--- config.mk ---
export PLATFORM = sky130hd
export DESIGN_NAME = age_victim_sel
export DESIGN_NICKNAME = d
export VERILOG_FILES = /design/src/rtl/age_pkg.sv /design/src/rtl/age_strobe_dec.sv /design/src/rtl/age_frame_cell.sv /design/src/rtl/age_argmax.sv /design/src/rtl/age_victim_sel.sv
export SDC_FILE = /design/constraint.sdc
export NUM_CORES = 1
export LEC_CHECK = 0
export ABC_AREA = 1
export BUFFER_PORTS_ARGS = -buffer_cell sky130_fd_sc_hd__buf_4
export CAP_MARGIN = 0
export CORE_ASPECT_RATIO = 0.7
export CORE_UTILIZATION = 50
export CTS_CLUSTER_DIAMETER = 150
export CTS_CLUSTER_SIZE = 10
export DETAILED_ROUTE_END_ITERATION = 12
export PLACE_DENSITY = 0.66
export RECOVER_POWER = 25
export SETUP_SLACK_MARGIN = 0.1
export SLEW_MARGIN = 25
export SYNTH_ARGS = -nofsm -noshare
export SYNTH_HDL_FRONTEND = slang
export SYNTH_SLANG_ARGS = --single-unit
--- constraint.sdc ---
create_clock -name clk -period 7.3 [get_ports clk]
set_input_delay 0.365 -clock clk [delete_from_list [all_inputs] [get_ports clk]]
set_output_delay 0.365 -clock clk [all_outputs]
set_load 0.02 [all_outputs]
--- src/rtl/age_pkg.sv ---
package age_pkg;

  // Action a frame cell takes in a given cycle, in priority order.
  typedef enum logic [1:0] {
    OP_IDLE = 2'd0,
    OP_MARK = 2'd1,
    OP_TICK = 2'd2,
    OP_LOAD = 2'd3
  } cell_op_e;

endpackage

--- src/rtl/age_strobe_dec.sv ---
module age_strobe_dec #(
  parameter int N     = 8,
  parameter int IDX_W = 3
) (
  input  logic             en,
  input  logic [IDX_W-1:0] idx,
  output logic [N-1:0]     hit
);

  always_comb begin
    for (int i = 0; i < N; i++) begin
      hit[i] = en && (idx == IDX_W'(i));
    end
  end

endmodule

--- src/rtl/age_frame_cell.sv ---
module age_frame_cell
  import age_pkg::*;
#(
  parameter int CNT_W = 4
) (
  input  logic             clk,
  input  logic             rst,
  input  logic             acc_hit,
  input  logic             fill_hit,
  input  logic             tick,
  output logic [CNT_W-1:0] cnt,
  output logic             used
);

  localparam logic [CNT_W-1:0] CNT_MAX = {CNT_W{1'b1}};

  cell_op_e op;

  always_comb begin
    if (fill_hit)     op = OP_LOAD;
    else if (tick)    op = OP_TICK;
    else if (acc_hit) op = OP_MARK;
    else              op = OP_IDLE;
  end

  always_ff @(posedge clk) begin
    if (rst) begin
      cnt  <= '0;
      used <= 1'b0;
    end else begin
      case (op)
        OP_LOAD: begin
          cnt  <= '0;
          used <= 1'b1;
        end
        OP_TICK: begin
          if (used || acc_hit) cnt <= '0;
          else if (cnt != CNT_MAX) cnt <= cnt + 1'b1;
          used <= 1'b0;
        end
        OP_MARK: used <= 1'b1;
        default: ;
      endcase
    end
  end

endmodule

--- src/rtl/age_argmax.sv ---
module age_argmax #(
  parameter int N     = 8,
  parameter int CNT_W = 4,
  parameter int IDX_W = 3
) (
  input  logic [CNT_W-1:0] cnt [N],
  output logic [IDX_W-1:0] best_idx,
  output logic [CNT_W-1:0] best_cnt
);

  // Strict greater-than keeps the earliest index on ties.
  always_comb begin
    best_idx = '0;
    best_cnt = cnt[0];
    for (int i = 1; i < N; i++) begin
      if (cnt[i] > best_cnt) begin
        best_cnt = cnt[i];
        best_idx = IDX_W'(i);
      end
    end
  end

endmodule

--- src/rtl/age_victim_sel.sv ---
module age_victim_sel #(
  parameter int NUM_FRAMES = 8,
  parameter int CNT_W      = 4,
  localparam int IDX_W     = (NUM_FRAMES > 1) ? $clog2(NUM_FRAMES) : 1
) (
  input  logic             clk,
  input  logic             rst,
  input  logic             acc_vld,
  input  logic [IDX_W-1:0] acc_idx,
  input  logic             fill_vld,
  input  logic [IDX_W-1:0] fill_idx,
  input  logic             tick,
  input  logic             vic_req,
  output logic             vic_vld,
  output logic [IDX_W-1:0] vic_idx,
  output logic [CNT_W-1:0] vic_age
);

  logic [NUM_FRAMES-1:0] acc_hit;
  logic [NUM_FRAMES-1:0] fill_hit;
  logic [NUM_FRAMES-1:0] used_vec;
  logic [CNT_W-1:0]      cnt_arr [NUM_FRAMES];
  logic [IDX_W-1:0]      best_idx;
  logic [CNT_W-1:0]      best_cnt;

  age_strobe_dec #(.N(NUM_FRAMES), .IDX_W(IDX_W)) u_acc_dec (
    .en (acc_vld),
    .idx(acc_idx),
    .hit(acc_hit)
  );

  age_strobe_dec #(.N(NUM_FRAMES), .IDX_W(IDX_W)) u_fill_dec (
    .en (fill_vld),
    .idx(fill_idx),
    .hit(fill_hit)
  );

  for (genvar g = 0; g < NUM_FRAMES; g++) begin : g_cell
    age_frame_cell #(.CNT_W(CNT_W)) u_cell (
      .clk     (clk),
      .rst     (rst),
      .acc_hit (acc_hit[g]),
      .fill_hit(fill_hit[g]),
      .tick    (tick),
      .cnt     (cnt_arr[g]),
      .used    (used_vec[g])
    );
  end

  age_argmax #(.N(NUM_FRAMES), .CNT_W(CNT_W), .IDX_W(IDX_W)) u_argmax (
    .cnt     (cnt_arr),
    .best_idx(best_idx),
    .best_cnt(best_cnt)
  );

  always_ff @(posedge clk) begin
    if (rst) begin
      vic_vld <= 1'b0;
      vic_idx <= '0;
      vic_age <= '0;
    end else begin
      vic_vld <= vic_req;
      if (vic_req) begin
        vic_idx <= best_idx;
        vic_age <= best_cnt;
      end
    end
  end

endmodule

==> impl_results.md <==
- Vias in the first global route: between 3000 and 4000
- ANT cells: 0
- Layout Nets: about 630
- Wire per inst: approximately 14 um
- Worst EP arrival: 7430 ps
- Post-Syn Area: between 0.003 and 0.004 mm2
- Syn Inst Count: 516
- Reg2reg path depth: a little under 60
- Transition time of the tightest slew-check pin: 698 ps
- DR DRC count: 0
- Drt via density: approximately 5.3
- Die W: around 100 um
- Synth top area share: around 27%
- Dpl cells: approximately 640
- Clock latency at the later pin of the worst-skew pair: between 300 and 400 ps
- Die height: just over 70 um
- DRT iter0 DRCs: 170
- DP Wirelength: roughly 6.6 mm
- CTS HTree Levels: 2
- Endpoints failing setup: 0
- # fillers: about 580
- I/O Buffers: 19
- Hold path cells: 2
- Post-Layout Cell Count: slightly below 700
- FMAX: about 140 MHz
- Clock sinks: 48
- Hold Vio Cnt, Final: 0
- Synth Register Bits: 48
- CP peak stage delay: ~350 ps
- Gp weighted congestion: between 0.9 and 1
- GRT Util Overall: between 20% and 30%
- Core area: 0.00676 mm2
- Layout area overhead: 31.2%
- Syn_nets: approximately 560
- Worst setup path class: reg -> reg
- Footprint of the multi-input gates: 0.00258 mm2
- Max_cap viols: 0
- Synth area leaders: dfxtp_1 (27%), ha_1 (11%), nand2_1 (9.2%)
- CP Data Required Time: roughly 7500 ps
- Ports: 20
- Register Area: roughly 970 um2
- Max Root-Sink Buffers: 2
- Global-route wire length before repair: roughly 15 mm
- Clock Skews: approximately 6.8 ps
- Drt total wl: roughly 9.5 mm
- Most frequent CP cell: nand2_2
- Netlist cell types: 36
- DIE AREA: around 0.0074 mm2
- Num rows: 25
- Final Cycle Share: between 90 and 100%
- Routed Antenna Nets: 0
- Initial antenna violation count: 0
- Crit path max-delay cell type: dfxtp_2
- Setup crit end kind: flop
- Share of cells above drive strength 1: between 30% and 40%
- Unrepaired setup endpoints after global routing: yes
- Worst min path class: in -> reg
- Hold Buf Count CTS: 0
- Post-synthesis sequential area ratio: 27.4%
- CP Max Fanout: 8
- Status: complete, no violations
- Fin crit period: ~7200 ps
- Syn Area/Cell: 6.80 um2
- Starting Density: between 50 and 60%
- CTS clk-pin slew, worst paths: approximately 100 ps
- Total grt overflow: 0
- Largest net degree at the start of global routing: 18
- Startpoint types: flop
- Root Buffer: clkbuf_8
- Slew headroom: 53.2%
- CTS tree: built
- Slew Limit Fails: 0
- DR vias: 3557
- Cts bufs inserted: 5
- Drt pass-1 iters: 5
- Synth warn: 0
- Top cell type by total area after synthesis: dfxtp_1
==> synth_stat cells <==
master and instances:
nand4_1 17, inv_2 6, nand2_2 15, o21a_1 8
nor3_1 14, buf_6 1, inv_1 82, o21bai_1 5
o211ai_1 2, nand3b_1 1, a311oi_1 1, nand4_2 2
and3_1 1, nor3b_1 3, nand3_2 2, dfxtp_1 48
o21ai_0 35, a21oi_1 33, ha_1 31, nor2_1 50
a31oi_1 2, a21o_1 1, buf_2 1, a211oi_1 5
nand2_4 9, xor2_1 6, or2_2 1, and2_1 3
nand3_4 1, nand3_1 33, o21ai_2 1, clkinv_1 1
clkbuf_1 4, a21oi_2 4, a41oi_1 1, nand2_1 86
==> per-layer routing <==
metal | global-route usage, % | vias to the layer above | routed length, um
met5 | 0 | - | 0
met4 | 7.46 | 0 | 102
met3 | 5.11 | 12 | 491
met2 | 36.4 | 93 | 4110
met1 | 37.7 | 1617 | 4790
li1 | - | 1835 | -
==> state kept, by name, indices dropped and copies added (netlist names) <==
signal              cells
vic_idx                 3
g_cell.u_cell.cnt      32
vic_vld                 1
g_cell.u_cell.used      8
vic_age                 4
==> what timing repair did <==
item	4_1_cts	5_1_grt
gates resized for setup	22	76
setup endpoints to repair	7	7
pin swaps	12	64
buffers inserted	7	18
endpoints found under the hold margin	0	0
==> layout by cell type (no fill, tap or decap), types with 26 or more instances in the layout <==
cell and n:
dfxtp_1 44, a21oi_1 26, buf_4 55, nand2_1 67
inv_1 69, nand3_1 26, nor2_1 48, o21ai_0 29
nand2_2 28
==> layout make-up <==
cell class / count / area share [%]
Clock buffer: 6 / 1.79
Clock inverter: 2 / 0.843
Inverter: 89 / 7.31
Multi-Input combinational cell: 373 / 56.0
Sequential cell: 48 / 21.0
Tap cell: 94 / 2.56
Timing Repair Buffer: 65 / 10.5
==> metrics by stage <==
stage	area [um2]	hold slack, ps	setup WS [ps]	setup TNS (ps)	utilization, %
2_1_floorplan	3510	440	277	0	-
3_3_place_gp	3900	475	-16.2	-16.2	57.7
3_5_place_dp	3900	470	-243	-1300	57.7
4_1_cts	4180	280	106	0	61.8
5_1_grt	4600	278	-423	-2740	68.1
6_report	4600	293	82.0	0	68.1
==> critical path, delay by kind of cell, from the launching register on <==
kind	cells	cell delay [ps]
and+or+nand+nor	29	2690
AOI/OAI and AO/OA	10	1280
buffers and inverters	12	880
adders and majority gates	7	1870
DFF	1	350
==> path summary, 6_finish.rpt <==
kind | start | end | slack (ps)
setup / recovery | g_cell[0].u_cell.cnt[2]$_SDFFE_PP0P_ | vic_age[1]$_SDFFE_PP0P_ | 80
hold / removal | rst | vic_age[0]$_SDFFE_PP0P_ | 290
setup reg to reg | g_cell[0].u_cell.cnt[2]$_SDFFE_PP0P_ | vic_age[1]$_SDFFE_PP0P_ | 80
hold reg to reg | vic_age[2]$_SDFFE_PP0P_ | vic_age[2]$_SDFFE_PP0P_ | 470
==> logic make-up (layout without fill, tap and decap cells) <==
family / Yosys count / after routing / share of synthesized area (%)
flip-flops: 48 / 48 / 27.4
AND/OR/NAND/NOR: 238 / 238 / 33.4
adder cells (fa/ha/maj): 31 / 31 / 11.1
XOR/XNOR: 6 / 6 / 1.50
AO/OA/AOI/OAI: 98 / 98 / 16.3
buffers and inverters: 95 / 162 / 10.4
Power is left out: the tool's default activity adds up to more than one toggle a clock period on the data nets, which glitch-free logic cannot reach.
